## src/rtl/rw_pkg.sv

```systemverilog
package rw_pkg;
  localparam int ENTRY_W   = 64;
  localparam int VALID_BIT = 63;
  localparam int LEAF_BIT  = 62;
  localparam int BASE_LSB  = 8;
  localparam int PAGE_LSB  = 12;
  localparam int CAUSE_W   = 2;
  localparam int CAUSE_BAD = 0;
  localparam int CAUSE_INV = 1;
  localparam int MID_NLS   = 9;
  localparam int ALT_NLS   = 5;
  localparam int LAST_LVL  = 3;

  typedef struct packed {
    logic load;
    logic descend;
    logic finLeaf;
    logic finBad;
    logic finInvalid;
  } rwStrobes_t;
endpackage

```

## src/rtl/rw_ctrl.sv

```systemverilog
module rw_ctrl
  import rw_pkg::*;
(
  input  logic       clk,
  input  logic       rstN,
  input  logic       startValid,
  input  logic       memReqReady,
  input  logic       memRspValid,
  input  logic       shapeOk,
  input  logic       entryValid,
  input  logic       entryLeaf,
  output rwStrobes_t strobes,
  output logic       memReqValid,
  output logic       busy
);
  typedef enum logic [1:0] {ST_IDLE, ST_CHECK, ST_REQ, ST_WAIT} walkState_t;
  walkState_t state, stateNext;

  always_comb begin
    stateNext = state;
    strobes   = '0;
    unique case (state)
      ST_IDLE: if (startValid) begin
        strobes.load = 1'b1;
        stateNext    = ST_CHECK;
      end
      ST_CHECK: if (shapeOk) begin
        stateNext = ST_REQ;
      end else begin
        strobes.finBad = 1'b1;
        stateNext      = ST_IDLE;
      end
      ST_REQ: if (memReqReady) stateNext = ST_WAIT;
      ST_WAIT: if (memRspValid) begin
        if (!entryValid) begin
          strobes.finInvalid = 1'b1;
          stateNext          = ST_IDLE;
        end else if (entryLeaf) begin
          strobes.finLeaf = 1'b1;
          stateNext       = ST_IDLE;
        end else begin
          strobes.descend = 1'b1;
          stateNext       = ST_CHECK;
        end
      end
      default: stateNext = ST_IDLE;
    endcase
  end

  always_ff @(posedge clk) begin
    if (!rstN) state <= ST_IDLE;
    else       state <= stateNext;
  end

  assign memReqValid = (state == ST_REQ);
  assign busy        = (state != ST_IDLE);

  a_r5_no_read_on_bad: assert property (@(posedge clk) disable iff (!rstN)
    (state == ST_CHECK && !shapeOk) |=> !memReqValid);
  a_r11_req_held: assert property (@(posedge clk) disable iff (!rstN)
    (memReqValid && !memReqReady) |=> memReqValid);
  a_r1_start_busy_ignored: assert property (@(posedge clk) disable iff (!rstN)
    (busy && startValid && !strobes.finBad && !strobes.finLeaf && !strobes.finInvalid) |=> busy);
endmodule

```

## src/rtl/rw_datapath.sv

```systemverilog
module rw_datapath
  import rw_pkg::*;
#(
  parameter int EA_W      = 64,
  parameter int PA_W      = 56,
  parameter int SIZE_W    = 6,
  parameter int NLS_W     = 5,
  parameter int LVL_W     = 3,
  parameter int ROOT_SIZE = 52,
  parameter int ROOT_NLS  = 13
)(
  input  logic               clk,
  input  logic               rstN,
  input  rwStrobes_t         strobes,
  input  logic [EA_W-1:0]    startEa,
  input  logic [PA_W-1:0]    rootBase,
  input  logic [NLS_W-1:0]   rootNls,
  input  logic [SIZE_W-1:0]  rootSize,
  input  logic [ENTRY_W-1:0] rspData,
  output logic               shapeOk,
  output logic               entryValid,
  output logic               entryLeaf,
  output logic [PA_W-1:0]    reqAddr,
  output logic               done,
  output logic               fault,
  output logic [CAUSE_W-1:0] faultCause,
  output logic [PA_W-1:0]    realAddr,
  output logic [SIZE_W-1:0]  pageSize
);
  localparam logic [LVL_W-1:0] LVL_MAX = '1;

  logic [EA_W-1:0]   eaQ;
  logic [PA_W-1:0]   baseQ;
  logic [NLS_W-1:0]  nlsQ;
  logic [SIZE_W-1:0] sizeQ;
  logic [LVL_W-1:0]  lvlQ;

  // shape table, one row per level
  always_comb begin
    case (lvlQ)
      LVL_W'(0): shapeOk = (sizeQ == SIZE_W'(ROOT_SIZE)) && (nlsQ == NLS_W'(ROOT_NLS));
      LVL_W'(1),
      LVL_W'(2): shapeOk = (nlsQ == NLS_W'(MID_NLS));
      LVL_W'(LAST_LVL): shapeOk = (nlsQ == NLS_W'(MID_NLS)) || (nlsQ == NLS_W'(ALT_NLS));
      default:   shapeOk = 1'b0;
    endcase
  end

  logic [SIZE_W-1:0] shiftAmt, newSize;
  logic [EA_W-1:0]   shifted, idxMask, idx;
  assign shiftAmt = sizeQ - SIZE_W'(nlsQ);
  assign newSize  = shiftAmt;
  assign shifted  = eaQ >> shiftAmt;
  assign idxMask  = (EA_W'(1) << nlsQ) - EA_W'(1);
  assign idx      = shifted & idxMask;
  assign reqAddr  = baseQ + (PA_W'(idx) << 3);

  assign entryValid = rspData[VALID_BIT];
  assign entryLeaf  = rspData[LEAF_BIT];

  logic [PA_W-1:0] pageAddr, lowMask, leafAddr, nextBase;
  assign pageAddr = {rspData[PA_W-1:PAGE_LSB], {PAGE_LSB{1'b0}}};
  assign nextBase = {rspData[PA_W-1:BASE_LSB], {BASE_LSB{1'b0}}};
  assign lowMask  = (PA_W'(1) << newSize) - PA_W'(1);
  assign leafAddr = (pageAddr & ~lowMask) | (eaQ[PA_W-1:0] & lowMask);

  logic unusedEntryBits;
  assign unusedEntryBits = ^{rspData[LEAF_BIT-1:PA_W], rspData[BASE_LSB-1:NLS_W]};

  always_ff @(posedge clk) begin
    if (!rstN) begin
      eaQ   <= '0;
      baseQ <= '0;
      nlsQ  <= '0;
      sizeQ <= '0;
      lvlQ  <= '0;
    end else if (strobes.load) begin
      eaQ   <= startEa;
      baseQ <= rootBase;
      nlsQ  <= rootNls;
      sizeQ <= rootSize;
      lvlQ  <= '0;
    end else if (strobes.descend) begin
      baseQ <= nextBase;
      nlsQ  <= rspData[NLS_W-1:0];
      sizeQ <= newSize;
      if (lvlQ != LVL_MAX) lvlQ <= lvlQ + LVL_W'(1);
    end
  end

  always_ff @(posedge clk) begin
    if (!rstN) begin
      done       <= 1'b0;
      fault      <= 1'b0;
      faultCause <= '0;
      realAddr   <= '0;
      pageSize   <= '0;
    end else begin
      done <= strobes.finLeaf | strobes.finBad | strobes.finInvalid;
      if (strobes.finLeaf) begin
        fault      <= 1'b0;
        faultCause <= '0;
        realAddr   <= leafAddr;
        pageSize   <= newSize;
      end else if (strobes.finBad || strobes.finInvalid) begin
        fault      <= 1'b1;
        faultCause <= '0;
        faultCause[CAUSE_BAD] <= strobes.finBad;
        faultCause[CAUSE_INV] <= strobes.finInvalid;
        realAddr   <= '0;
        pageSize   <= '0;
      end
    end
  end

  a_r10_done_pulse: assert property (@(posedge clk) disable iff (!rstN)
    done |=> !done);
  a_r10_result_held: assert property (@(posedge clk) disable iff (!rstN)
    !done |-> ($stable(realAddr) && $stable(faultCause) && $stable(pageSize)));
  a_r7_cause_onehot: assert property (@(posedge clk) disable iff (!rstN)
    done |-> ($onehot0(faultCause) && (fault == (faultCause != '0))));
  a_r4_deep_level_rejected: assert property (@(posedge clk) disable iff (!rstN)
    (lvlQ > LVL_W'(LAST_LVL)) |-> !shapeOk);
endmodule

```

## src/rtl/radix_walker.sv

```systemverilog
module radix_walker
  import rw_pkg::*;
#(
  parameter int EA_W      = 64,
  parameter int PA_W      = 56,
  parameter int SIZE_W    = 6,
  parameter int NLS_W     = 5,
  parameter int LVL_W     = 3,
  parameter int ROOT_SIZE = 52,
  parameter int ROOT_NLS  = 13
)(
  input  logic               clk,
  input  logic               rstN,
  input  logic               startValid,
  input  logic [EA_W-1:0]    startEa,
  input  logic [PA_W-1:0]    rootBase,
  input  logic [NLS_W-1:0]   rootNls,
  input  logic [SIZE_W-1:0]  rootSize,
  output logic               memReqValid,
  input  logic               memReqReady,
  output logic [PA_W-1:0]    memReqAddr,
  input  logic               memRspValid,
  input  logic [ENTRY_W-1:0] memRspData,
  output logic               busy,
  output logic               done,
  output logic               fault,
  output logic [CAUSE_W-1:0] faultCause,
  output logic [PA_W-1:0]    realAddr,
  output logic [SIZE_W-1:0]  pageSize
);
  rwStrobes_t strobes;
  logic shapeOk, entryValid, entryLeaf;

  rw_ctrl ctrl_i (
    .clk(clk), .rstN(rstN), .startValid(startValid),
    .memReqReady(memReqReady), .memRspValid(memRspValid),
    .shapeOk(shapeOk), .entryValid(entryValid), .entryLeaf(entryLeaf),
    .strobes(strobes), .memReqValid(memReqValid), .busy(busy)
  );

  rw_datapath #(
    .EA_W(EA_W), .PA_W(PA_W), .SIZE_W(SIZE_W), .NLS_W(NLS_W), .LVL_W(LVL_W),
    .ROOT_SIZE(ROOT_SIZE), .ROOT_NLS(ROOT_NLS)
  ) dp_i (
    .clk(clk), .rstN(rstN), .strobes(strobes),
    .startEa(startEa), .rootBase(rootBase), .rootNls(rootNls), .rootSize(rootSize),
    .rspData(memRspData), .shapeOk(shapeOk), .entryValid(entryValid),
    .entryLeaf(entryLeaf), .reqAddr(memReqAddr), .done(done), .fault(fault),
    .faultCause(faultCause), .realAddr(realAddr), .pageSize(pageSize)
  );

  a_r11_addr_stable: assert property (@(posedge clk) disable iff (!rstN)
    (memReqValid && !memReqReady) |=> $stable(memReqAddr));
endmodule

```

## config.mk

```make
export PLATFORM = sky130hd
export DESIGN_NAME = radix_walker
export DESIGN_NICKNAME = d
export VERILOG_FILES = /design/src/rtl/rw_pkg.sv /design/src/rtl/rw_ctrl.sv /design/src/rtl/rw_datapath.sv /design/src/rtl/radix_walker.sv
export SDC_FILE = /design/constraint.sdc
export NUM_CORES = 1
export LEC_CHECK = 0
export BUFFER_PORTS_ARGS = -buffer_cell sky130_fd_sc_hd__buf_2
export CAP_MARGIN = 20
export CELL_PAD_IN_SITES_DETAIL_PLACEMENT = 2
export CELL_PAD_IN_SITES_GLOBAL_PLACEMENT = 2
export CORE_MARGIN = 10
export CORE_UTILIZATION = 29
export CTS_BUF_LIST = sky130_fd_sc_hd__clkbuf_16
export CTS_CLUSTER_SIZE = 30
export DETAILED_ROUTE_END_ITERATION = 7
export PLACE_DENSITY = 0.77
export SLEW_MARGIN = 30
export SYNTH_ARGS = -nofsm -noshare
export SYNTH_HDL_FRONTEND = slang
export SYNTH_SLANG_ARGS = --single-unit
```

## constraint.sdc

```tcl
create_clock -name clk -period 6.8 [get_ports clk]
set_input_delay 1.02 -clock clk [delete_from_list [all_inputs] [get_ports clk]]
set_output_delay 1.02 -clock clk [all_outputs]
set_load 0.02 [all_outputs]
```

# After elaboration in Yosys (flattened, before gate mapping)
# Cells that the tools add are included.
# totals
regBits	202
in_bits	200
out_inout_bits	124
wordCells	84
# op_classes
n_addsub	5
eq_ne	14
shifts	3
muxes	30
bitwise_logic	8
n_reduce_logical	13
# op_table
op	n
$mux 56	4
$and 56x56->56	2
$shr 64x6->53	1
$add 56x56->56	1
$not 56->56	1
$or 56x56->56	1
$shl 1x6->56 const A	1
$sub 56x2->56 const B	1
$and 53x53->53	1
$shl 1x5->53 const A	1
$sub 53x2->53 const B	1
$mux 6	4
$mux 2	8
$eq 5x4->1 const B	2
$mux 1	10
$mux 5	2
$pmux 2 s4	1
$eq 3x2->1 const B	2
$eq 6x6->1 const B	1
$reduce_bool 2->1	3
$reduce_or 2->1	3
$sub 6x5->6	1
$eq 5x3->1 const B	1
$eq 2x2->1 const B	2
other kinds (15)	18

# Depth between registers and ports, before layout
# Gate-level depths: netlist of run 1.
# logic_depth
word_depth	8
depth_mapped	28
depth_no_buf	25

# Modules after synthesis
# A second synthesis of run 1 with hierarchy kept.
# unflattened
hier_cells	2133
area_unflattened_um2	16905.0
# by_module_without_submodules
mod	instances	cells_each	area_each_um2	seq_area_each_um2
rw_datapath	1	2116	16749.8	4003.8
rw_ctrl	1	17	155.1	40.0

# Worst setup path after synthesis of run 1
# OpenSTA, ideal clock, no wires.
# synth_path
path_type	register to output
from	register dp_i.nlsQ[1]
to	output memReqAddr[55]
arrival_time_ns	5.626
required_ns	5.780
path_slack_ns	0.154
path_stages_with_launch	25
path_buffers	3
path_cell_list	dfxtp_1 clkbuf_1 inv_1 fa_1 buf_2 buf_2 mux2_2 o21ai_0 o21ai_0 mux4_2 nor2_1 a221oi_1 ha_1 inv_1 fa_1 nand2b_1 a21oi_1 a211oi_2 o21ai_1 a2111o_1 and4_1 a31oi_2 o2111ai_1 a21oi_1 xnor2_1
# synth_between
elab_chain_len	4
word_cells_on_any_way	6
cone_classes	add/sub: 3; shift: 2; bitwise: 1
# synth_lines
item	line	source
start, declared	rw_datapath.sv:34	logic [NLS_W-1:0] nlsQ;
start signal, assigned	rw_datapath.sv:80	nlsQ <= rootNls;
start signal, assigned	rw_datapath.sv:85	nlsQ <= rspData[NLS_W-1:0];
$sub 6x5->6 or $shl 1x5->53 (tied branches)	rw_datapath.sv:51, rw_datapath.sv:54	
$shr 64x6->53 or $sub 53x2->53 (tied branches)	rw_datapath.sv:53, rw_datapath.sv:54	
$and 53x53->53 *	rw_datapath.sv:55	assign idx = shifted & idxMask;
$add 56x56->56 *	rw_datapath.sv:56	assign reqAddr = baseQ + (PA_W'(idx) << 3);
end, declared	radix_walker.sv:21	output logic [PA_W-1:0] memReqAddr,
# Mark *: on every way between the ends. The rest lies on a longest branch, timed or not.

# Worst setup path in the final report of run 1
# layout_path
from	register dp_i.sizeQ[0]
to	output memReqAddr[51]
# layout_between
elab_chain_len	4
# layout_lines
item	line	source
start, declared	rw_datapath.sv:35	logic [SIZE_W-1:0] sizeQ;
start signal, assigned	rw_datapath.sv:81	sizeQ <= rootSize;
start signal, assigned	rw_datapath.sv:86	sizeQ <= newSize;
$sub 6x5->6	rw_datapath.sv:51	assign shiftAmt = sizeQ - SIZE_W'(nlsQ);
$shr 64x6->53	rw_datapath.sv:53	assign shifted = eaQ >> shiftAmt;
$and 53x53->53	rw_datapath.sv:55	
$add 56x56->56	rw_datapath.sv:56	
# No other way between the ends.

==> metrics.txt, run 1 <==
# TYPE chip_impl_metric gauge
chip_impl_metric{name="slew-limit-headroom",unit="%"} 33.3
chip_impl_info{name="grt_setup_unrepaired",value="true"} 1
chip_impl_metric{name="average_wire_per_standard_cell",unit="um"} 28.6
chip_impl_info{name="outcome",value="finished with violations"} 1
chip_impl_info{name="worst_setup_path_end_kind",value="output port"} 1
chip_impl_metric{name="pin_count_of_the_biggest_net_entering_global_routing",unit=""} 95
chip_impl_metric{name="netSwitchingPower",unit="uW"} 2770
chip_impl_info{name="tritoncts_clock_tree",value="done"} 1
chip_impl_metric{name="path_clk_slew",unit="ns"} 0.06
chip_impl_metric{name="worst_path_largest_cell_delay",unit="ns"} 0.66
chip_impl_metric{name="yosysTopAreaCellShare",unit="%"} 25.0
chip_impl_metric{name="number_of_antenna_violations_at_the_first_check_in_global_routing",unit=""} 7
chip_impl_metric{name="ys_warn_count",unit=""} 0
chip_impl_metric{name="drt_first_pass_iters",unit=""} 5
chip_impl_metric{name="placementRows",unit=""} 86
chip_impl_info{name="critical_path.reg2reg.endpoint",value="dp_i.realAddr[22]"} 1
chip_impl_metric{name="start_util",unit="%"} 29.3
chip_impl_metric{name="final_area",unit="um2"} 23900
chip_impl_metric{name="final.period_utilization",unit="%"} 112
chip_impl_info{name="whs_endpoint",value="dp_i.realAddr[32]"} 1
chip_impl_metric{name="dpl.hpwl",unit="mm"} 75.3
chip_impl_metric{name="crit_arrival",unit="ns"} 6.62
chip_impl_metric{name="place_ws",unit="ns"} -0.992
chip_impl_metric{name="cp.buffers_inverters",unit=""} 9
chip_impl_metric{name="die_w",unit="um"} 256
chip_impl_metric{name="fp.dieH",unit="um"} 256
chip_impl_metric{name="internal_power",unit="uW"} 3490
chip_impl_metric{name="setup-violations-final",unit=""} 42
chip_impl_metric{name="clock-skew-final",unit="ns"} 0.00934
chip_impl_metric{name="route.vias.total",unit=""} 20000
chip_impl_metric{name="required",unit="ns"} 5.78
chip_impl_metric{name="synth_enable_flop_cells",unit=""} 0
chip_impl_metric{name="layout.area.seq",unit="um2"} 4050
chip_impl_metric{name="clock_path_buffers",unit=""} 3
chip_impl_metric{name="layout-drive-gt1-share",unit="%"} 38.5
chip_impl_metric{name="drc",unit=""} 0
chip_impl_info{name="critical_path_class",value="flip-flop to output port"} 1
chip_impl_metric{name="clkLatencyLatePin",unit="ns"} 0.59
chip_impl_info{name="top_layer_used",value="met5"} 1
chip_impl_metric{name="async_set_reset_flop_share_out_of_synthesis",unit="%"} 0
chip_impl_info{name="timing.rr.start",value="dp_i.sizeQ[0]"} 1
chip_impl_metric{name="met2_length",unit="mm"} 50.7
chip_impl_metric{name="core",unit="um2"} 55100
chip_impl_info{name="critical-path-slowest-cell",value="sky130_fd_sc_hd__fa_4"} 1
chip_impl_metric{name="combinationalPowerShare",unit="%"} 57.0
chip_impl_metric{name="grt_pass1_wl",unit="mm"} 145
chip_impl_metric{name="detailroute.wirelength.met3",unit="mm"} 4.99
chip_impl_metric{name="ant_nets",unit=""} 0
chip_impl_metric{name="clockPowerShare",unit="%"} 22.1
chip_impl_info{name="crit_top_cell",value="sky130_fd_sc_hd__inv_2"} 1
chip_impl_metric{name="tightest_slew",unit="ns"} 1.00
chip_impl_metric{name="postSynthAreaPerCell",unit="um2"} 7.48
chip_impl_info{name="critical_path.startpoint_type",value="flip-flop"} 1
chip_impl_metric{name="seqPwrFrac",unit="%"} 20.9
chip_impl_metric{name="gp_routability_congestion",unit=""} 0.937
chip_impl_info{name="timing.hold.worst.class",value="flip-flop to flip-flop"} 1
chip_impl_metric{name="m1WireLength",unit="mm"} 41.5
chip_impl_metric{name="max_capacitance_violation_count",unit=""} 0
chip_impl_metric{name="syn2layout_area_growth",unit="%"} 48.0
chip_impl_metric{name="cts_h_tree_lvls",unit=""} 1
chip_impl_metric{name="n_fill_cell",unit=""} 6245
chip_impl_metric{name="dieArea",unit="um2"} 65500
chip_impl_metric{name="hold_viol_final",unit=""} 0
chip_impl_info{name="synth_top_cells_by_area",value="sky130_fd_sc_hd__dfxtp_1 25%, sky130_fd_sc_hd__nand2_1 10%, sky130_fd_sc_hd__mux2i_1 6.3%"} 1
chip_impl_metric{name="multi_input_comb_area",unit="um2"} 12800
chip_impl_info{name="worstHoldStart",value="dp_i.realAddr[32]"} 1
chip_impl_info{name="synth.cells.most_frequent",value="451 x sky130_fd_sc_hd__nand2_1, 202 x sky130_fd_sc_hd__dfxtp_1, 147 x sky130_fd_sc_hd__a21oi_1"} 1
chip_impl_metric{name="first_global_vias",unit=""} 21800
chip_impl_metric{name="reg2reg_depth",unit=""} 18
chip_impl_metric{name="power.leakage",unit="uW"} 0.0108
chip_impl_metric{name="netSwitchingFraction",unit="%"} 44.2
chip_impl_info{name="clk_root_buffer_cell",value="sky130_fd_sc_hd__clkbuf_16"} 1
chip_impl_metric{name="worstHoldPathCells",unit=""} 2
chip_impl_metric{name="ys_ff_latch",unit=""} 202
chip_impl_info{name="synth_top_cell_by_area",value="sky130_fd_sc_hd__dfxtp_1"} 1
chip_impl_metric{name="fin_nets",unit=""} 3037
chip_impl_metric{name="final.min_clock_period",unit="ns"} 7.64
chip_impl_metric{name="vias_per_cell",unit=""} 5.66
chip_impl_metric{name="detail_route.wirelength",unit="mm"} 101
chip_impl_info{name="crit_family",value="compound AO/OA/AOI/OAI gates"} 1
chip_impl_info{name="synth-main-ff-cell",value="sky130_fd_sc_hd__dfxtp_1"} 1
chip_impl_metric{name="final.setup.worst_slack",unit="ns"} -0.837
chip_impl_metric{name="sequential_cell_area_fraction_in_the_yosys_report",unit="%"} 25.0
chip_impl_metric{name="netlist_area",unit="um2"} 16200
chip_impl_metric{name="ff2ff_setup_slack",unit="ns"} 1.65
chip_impl_metric{name="critical_path.max_fanout",unit=""} 7
chip_impl_metric{name="fmax",unit="MHz"} 131
chip_impl_metric{name="pin_count",unit=""} 324
chip_impl_metric{name="portBuffers",unit=""} 314
chip_impl_info{name="failed_checks",value="negative setup slack"} 1
chip_impl_metric{name="congestion_overflow_gr",unit=""} 0
chip_impl_metric{name="power_per_cell_area",unit="nW/um2"} 262
chip_impl_metric{name="grt_util_all_layers",unit="%"} 28.4
chip_impl_metric{name="cts-buffers-inserted",unit=""} 27
chip_impl_metric{name="drv_slew",unit=""} 0
chip_impl_metric{name="first_iter_violations",unit=""} 1252
chip_impl_metric{name="clock_sink_count",unit=""} 202
chip_impl_metric{name="number_of_cells_produced_by_synthesis",unit=""} 2160
chip_impl_metric{name="irDropWorstVdd",unit="V"} 0.000213
chip_impl_metric{name="synth_cell_type_count",unit=""} 76
chip_impl_info{name="yosysMostFrequentCell",value="sky130_fd_sc_hd__nand2_1"} 1
chip_impl_metric{name="postPlaceCellArea",unit="um2"} 20900
==> worst reg2reg max path, delay by kind of cell, from the launching register on <==
family / cells / cell delay [ns]
AND/OR/NAND/NOR: 5 / 1.53
adder cells (fa/ha/maj): 3 / 1.18
AO/OA/AOI/OAI: 3 / 0.93
buffers and inverters: 6 / 0.79
flip-flops: 1 / 0.34
multiplexers: 1 / 0.25
==> placed cells by master (no fill, tap or decap), types with 15 or more instances in the layout <==
| cell type | netlist | final |
|---|---|---|
| sky130_fd_sc_hd__o211ai_1 | 23 | 23 |
| sky130_fd_sc_hd__a21oi_2 | 1 | 43 |
| sky130_fd_sc_hd__buf_12 | 0 | 16 |
| sky130_fd_sc_hd__buf_2 | 29 | 271 |
| sky130_fd_sc_hd__nor3_1 | 38 | 32 |
| sky130_fd_sc_hd__o21ai_2 | 1 | 26 |
| sky130_fd_sc_hd__nand2_1 | 451 | 439 |
| sky130_fd_sc_hd__nand3_1 | 112 | 108 |
| sky130_fd_sc_hd__o21ai_0 | 131 | 91 |
| sky130_fd_sc_hd__inv_1 | 33 | 34 |
| sky130_fd_sc_hd__a21o_1 | 24 | 23 |
| sky130_fd_sc_hd__buf_4 | 3 | 410 |
| sky130_fd_sc_hd__clkbuf_16 | 0 | 27 |
| sky130_fd_sc_hd__nor2_1 | 137 | 121 |
| sky130_fd_sc_hd__dfxtp_1 | 202 | 200 |
| sky130_fd_sc_hd__and2_1 | 21 | 15 |
| sky130_fd_sc_hd__mux2i_2 | 0 | 24 |
| sky130_fd_sc_hd__nor2b_1 | 34 | 31 |
| sky130_fd_sc_hd__xnor2_1 | 38 | 28 |
| sky130_fd_sc_hd__buf_6 | 0 | 31 |
| sky130_fd_sc_hd__ha_1 | 65 | 53 |
| sky130_fd_sc_hd__o211a_1 | 55 | 55 |
| sky130_fd_sc_hd__a21boi_0 | 87 | 86 |
| sky130_fd_sc_hd__mux4_2 | 39 | 39 |
| sky130_fd_sc_hd__xor2_1 | 20 | 16 |
| sky130_fd_sc_hd__a21oi_1 | 147 | 100 |
| sky130_fd_sc_hd__mux2i_1 | 101 | 71 |
| sky130_fd_sc_hd__o21ai_1 | 10 | 22 |
==> logic make-up after synthesis <==
| family | share of synthesized area (%) |
|---|---|
| buffers and inverters | 4.92 |
| DFF | 25.0 |
| other | 0.0232 |
| adders and majority gates | 5.28 |
| AOI/OAI and AO/OA | 26.3 |
| and+or+nand+nor | 22.9 |
| muxes | 12.2 |
| xor gates and xnor gates | 3.35 |
==> state kept, by name (all words and copies together), names as in the netlist, named ones only <==
| signal | count |
|---|---|
| dp_i.realAddr | 56 |
| dp_i.fault | 1 |
| dp_i.nlsQ | 5 |
| dp_i.faultCause | 2 |
| dp_i.done | 1 |
| dp_i.lvlQ | 3 |
| dp_i.baseQ | 56 |
| ctrl_i.state | 1 |
| dp_i.sizeQ | 6 |
| dp_i.eaQ | 64 |
| dp_i.pageSize | 6 |
==> final cells by class <==
cell class / count / area share (%)
sequential: 202 / 16.9
tap: 748 / 3.91
timing repair buffer: 733 / 21.8
inverter: 34 / 0.534
antenna: 5 / 0.0523
multi-input combinational: 1772 / 53.4
clock buffer: 27 / 2.83
clock inverter: 19 / 0.570
==> worst max path at each step <==
stage	to	start	slack, ns	depth (start not counted)
after floorplan	memReqAddr[55]	dp_i.nlsQ[1]	0.15	24
after global placement	memReqAddr[51]	dp_i.sizeQ[0]	-0.73	30
after detailed placement	memReqAddr[52]	dp_i.sizeQ[0]	-0.99	28
after CTS	memReqAddr[55]	dp_i.sizeQ[0]	-0.67	27
after global routing	memReqAddr[51]	dp_i.sizeQ[0]	-1.0	31
final	memReqAddr[51]	dp_i.sizeQ[0]	-0.84	31
==> layer usage <==
layer | vias up | global-route usage (%)
li1 | 8950 | -
met1 | 10300 | 34.1
met2 | 624 | 50.0
met3 | 183 | 4.79
met4 | 4 | 9.97
met5 | - | 0
==> per-stage QoR <==
| step | TNS (ns) | hold slack [ns] | utilization, % | total power (uW) | std cells |
|---|---|---|---|---|---|
| 2_1_floorplan | 0 | 0.448 | - | 2840 | 2173 |
| 3_3_place_gp | -11.73 | 0.434 | 38.0 | 4220 | 3428 |
| 3_5_place_dp | -21.66 | 0.444 | 38.0 | 4310 | 3428 |
| 4_1_cts | -16.57 | 0.458 | 42.1 | 6010 | 3517 |
| 5_1_grt | -28.37 | 0.482 | 43.4 | 6520 | 3539 |
| 6_report | -20.60 | 0.454 | 43.4 | 6250 | 3540 |
==> timing repair <==
item	4_1_cts	5_1_grt
cloned	2	0
hold buffers	0	0
pin swaps	106	70
endpoints found under the setup margin	47	46
gates resized for setup	261	143
hold endpoints to repair	0	0
buffers inserted	45	23
==> power groups by stage <==
stage                     registers, uW  logic (uW)  clock network, uW
after floorplan                    1300        1540                  0
after global placement             1320        2900                  0
after detailed placement           1330        2980                  0
after CTS                          1300        3310               1400
after global routing               1310        3750               1460
final                              1310        3560               1380
(Power assumes the default switching activity.)
==> inputs of run 2 (changes only) <==
==> constraint.sdc (replaced) <==
create_clock -name clk -period 6.8 [get_ports clk]
set_input_delay 1.02 -clock clk [delete_from_list [all_inputs] [get_ports clk]]
set_output_delay 1.02 -clock clk [all_outputs]
set_load 0.005 [all_outputs]
==> metrics.txt, run 2 (synthesis results as in run 1) <==
# TYPE chip_impl_metric gauge
chip_impl_info{name="crit_top_cell",value="sky130_fd_sc_hd__buf_4"} 1
chip_impl_metric{name="number_of_antenna_violations_at_the_first_check_in_global_routing",unit=""} 12
chip_impl_metric{name="clock-skew-final",unit="ns"} 0.0259
chip_impl_metric{name="core",unit="um2"} 55100
chip_impl_metric{name="fmax",unit="MHz"} 130
chip_impl_metric{name="final.period_utilization",unit="%"} 113
chip_impl_info{name="critical_path.startpoint_type",value="flip-flop"} 1
chip_impl_metric{name="final_area",unit="um2"} 23900
chip_impl_info{name="critical_path.reg2reg.endpoint",value="dp_i.realAddr[22]"} 1
chip_impl_metric{name="final.min_clock_period",unit="ns"} 7.69
chip_impl_metric{name="power_per_cell_area",unit="nW/um2"} 257
chip_impl_metric{name="slew-limit-headroom",unit="%"} 32.5
chip_impl_info{name="reg_top3",value="dp_i.eaQ (64), dp_i.baseQ (56), dp_i.realAddr (56)"} 1
chip_impl_metric{name="placementRows",unit=""} 86
chip_impl_info{name="failed_checks",value="negative setup slack"} 1
chip_impl_metric{name="pin_count_of_the_biggest_net_entering_global_routing",unit=""} 78
chip_impl_metric{name="clock_path_buffers",unit=""} 3
chip_impl_metric{name="fin_nets",unit=""} 3051
chip_impl_info{name="critical-path-slowest-cell",value="sky130_fd_sc_hd__fa_4"} 1
chip_impl_info{name="critical_path.startpoint",value="dp_i.sizeQ[0]"} 1
chip_impl_metric{name="vias_per_cell",unit=""} 5.75
chip_impl_metric{name="postPlaceCellArea",unit="um2"} 21000
chip_impl_metric{name="detail_route.wirelength",unit="mm"} 106
chip_impl_metric{name="clkLatencyLatePin",unit="ns"} 0.60
chip_impl_metric{name="hold_ws",unit="ns"} 0.448
chip_impl_metric{name="portBuffers",unit=""} 314
chip_impl_metric{name="seqPwrFrac",unit="%"} 21.3
chip_impl_metric{name="grt_pass1_wl",unit="mm"} 149
chip_impl_metric{name="drt_first_pass_iters",unit=""} 5
chip_impl_info{name="timing.rr.start",value="dp_i.sizeQ[0]"} 1
chip_impl_info{name="worstHoldStart",value="dp_i.fault"} 1
chip_impl_metric{name="worst_path_largest_cell_delay",unit="ns"} 0.84
chip_impl_info{name="mostFrequentLayoutCell",value="sky130_fd_sc_hd__nand2_1"} 1
chip_impl_metric{name="place_ws",unit="ns"} -0.780
chip_impl_info{name="mostFrequentLayoutCells",value="438 x sky130_fd_sc_hd__nand2_1, 387 x sky130_fd_sc_hd__buf_4, 313 x sky130_fd_sc_hd__buf_2"} 1
chip_impl_metric{name="average_wire_per_standard_cell",unit="um"} 29.7
chip_impl_info{name="worst_setup_path_end_kind",value="output port"} 1
chip_impl_metric{name="critical_path.max_fanout",unit=""} 10
chip_impl_metric{name="combinationalPowerShare",unit="%"} 56.6
chip_impl_metric{name="pin_count",unit=""} 324
chip_impl_info{name="regMostFlops",value="dp_i.eaQ"} 1
chip_impl_metric{name="netSwitchingFraction",unit="%"} 43.9
chip_impl_metric{name="max_capacitance_violation_count",unit=""} 0
chip_impl_metric{name="setup-tns-final",unit="ns"} -23.71
chip_impl_metric{name="drc",unit=""} 0
chip_impl_metric{name="grt_util_all_layers",unit="%"} 29.5
chip_impl_metric{name="die_w",unit="um"} 256
chip_impl_metric{name="internal_power",unit="uW"} 3460
chip_impl_info{name="critical_path_class",value="flip-flop to output port"} 1
chip_impl_metric{name="first_iter_violations",unit=""} 1431
chip_impl_metric{name="required",unit="ns"} 5.78
chip_impl_info{name="critical_path.endpoint",value="memReqAddr[45]"} 1
chip_impl_metric{name="dpl.hpwl",unit="mm"} 75.2
chip_impl_metric{name="route.vias.total",unit=""} 20400
chip_impl_metric{name="layout-drive-gt1-share",unit="%"} 38.6
chip_impl_metric{name="final.setup.worst_slack",unit="ns"} -0.886
chip_impl_metric{name="start_util",unit="%"} 29.3
chip_impl_metric{name="largest_reg_flops",unit=""} 64
chip_impl_metric{name="fp.dieH",unit="um"} 256
chip_impl_info{name="tritoncts_clock_tree",value="done"} 1
chip_impl_metric{name="irDropWorstVdd",unit="V"} 0.000202
chip_impl_metric{name="reg2reg_depth",unit=""} 18
chip_impl_metric{name="post_cts_hold_buffer_count",unit=""} 0
chip_impl_metric{name="path_clk_slew",unit="ns"} 0.06
chip_impl_metric{name="crit_arrival",unit="ns"} 6.67
chip_impl_metric{name="dieArea",unit="um2"} 65500
chip_impl_metric{name="cts_h_tree_lvls",unit=""} 1
chip_impl_metric{name="tightest_slew",unit="ns"} 1.01
chip_impl_info{name="grt_setup_unrepaired",value="true"} 1
chip_impl_metric{name="ant_nets",unit=""} 0
chip_impl_metric{name="congestion_overflow_gr",unit=""} 0
chip_impl_metric{name="cts-buffers-inserted",unit=""} 27
chip_impl_metric{name="first_global_vias",unit=""} 22200
chip_impl_metric{name="setup-violations-final",unit=""} 42
chip_impl_info{name="timing.hold.worst.class",value="flip-flop to flip-flop"} 1
chip_impl_metric{name="clock_sink_count",unit=""} 202
chip_impl_info{name="outcome",value="finished with violations"} 1
chip_impl_metric{name="hold_viol_final",unit=""} 0
chip_impl_metric{name="clockPowerShare",unit="%"} 22.1
chip_impl_metric{name="drv_slew",unit=""} 0
chip_impl_metric{name="netSwitchingPower",unit="uW"} 2700
chip_impl_metric{name="power.leakage",unit="uW"} 0.0108
chip_impl_info{name="clk_root_buffer_cell",value="sky130_fd_sc_hd__clkbuf_16"} 1
chip_impl_metric{name="syn2layout_area_growth",unit="%"} 48.2
chip_impl_metric{name="gp_routability_congestion",unit=""} 0.976
chip_impl_metric{name="n_fill_cell",unit=""} 6343
chip_impl_metric{name="ff2ff_setup_slack",unit="ns"} 1.36
-- run 2: timing repair --
| action | 4_1_cts | 5_1_grt |
|---|---|---|
| pin swaps | 96 | 87 |
| endpoints found under the setup margin | 46 | 46 |
| buffers inserted | 60 | 23 |
| resized for setup | 216 | 146 |
| gates cloned | 3 | 0 |
-- run 2: worst min path at each step --
stage / to / slack [ns] / cells after the start
after CTS: dp_i.fault / 0.45 / 2
final: dp_i.fault / 0.45 / 2
after global routing: dp_i.realAddr[26] / 0.48 / 2
after detailed placement: dp_i.fault / 0.44 / 2
after floorplan: dp_i.realAddr[10] / 0.43 / 2
after global placement: dp_i.realAddr[10] / 0.43 / 2
-- run 2: final cells by class --
| class | instances | area, um2 | share of cell area, % |
|---|---|---|---|
| clock buffers | 27 | 676 | 2.82 |
| inverters | 34 | 128 | 0.533 |
| multi-input cells | 1772 | 12800 | 53.5 |
| well taps | 748 | 936 | 3.91 |
| clock inverters | 17 | 119 | 0.496 |
| repair buffers | 747 | 5210 | 21.8 |
| diodes | 7 | 17.5 | 0.0732 |
| flip-flops and latches | 202 | 4050 | 16.9 |
-- run 2: stage by stage --
step                instances  power (uW)  utilization, %
floorplan                2173        2740               -
global placement         3430        4140            38.0
detailed placement       3431        4230            38.1
CTS                      3529        5870            42.1
global route             3554        6410            43.5
finish                   3554        6160            43.5
-- run 2: power by group through the flow --
stage | Sequential [uW] | Combinational [uW] | Clock (uW)
2_1_floorplan | 1290 | 1440 | 0
3_3_place_gp | 1330 | 2810 | 0
3_5_place_dp | 1330 | 2900 | 0
4_1_cts | 1310 | 3190 | 1370
5_1_grt | 1320 | 3670 | 1430
6_report | 1310 | 3490 | 1360
-- run 2: worst max-delay path, delay by kind of cell, from the launching register on --
family	cells	cell delay (ns)
AOI/OAI and AO/OA	10	2.00
DFF	1	0.33
adders and majority gates	3	1.34
muxes	1	0.10
buffers and inverters	11	1.50
and+or+nand+nor	3	0.56
xor gates and xnor gates	1	0.19
-- run 2: per-layer routing --
| layer | GRT usage, % | vias up | routed length [um] |
|---|---|---|---|
| met4 | 11.4 | 6 | 4750 |
| met2 | 52.3 | 736 | 52100 |
| met3 | 4.89 | 231 | 5720 |
| met5 | 0 | - | 37 |
| li1 | - | 8999 | - |
| met1 | 34.9 | 10500 | 43000 |
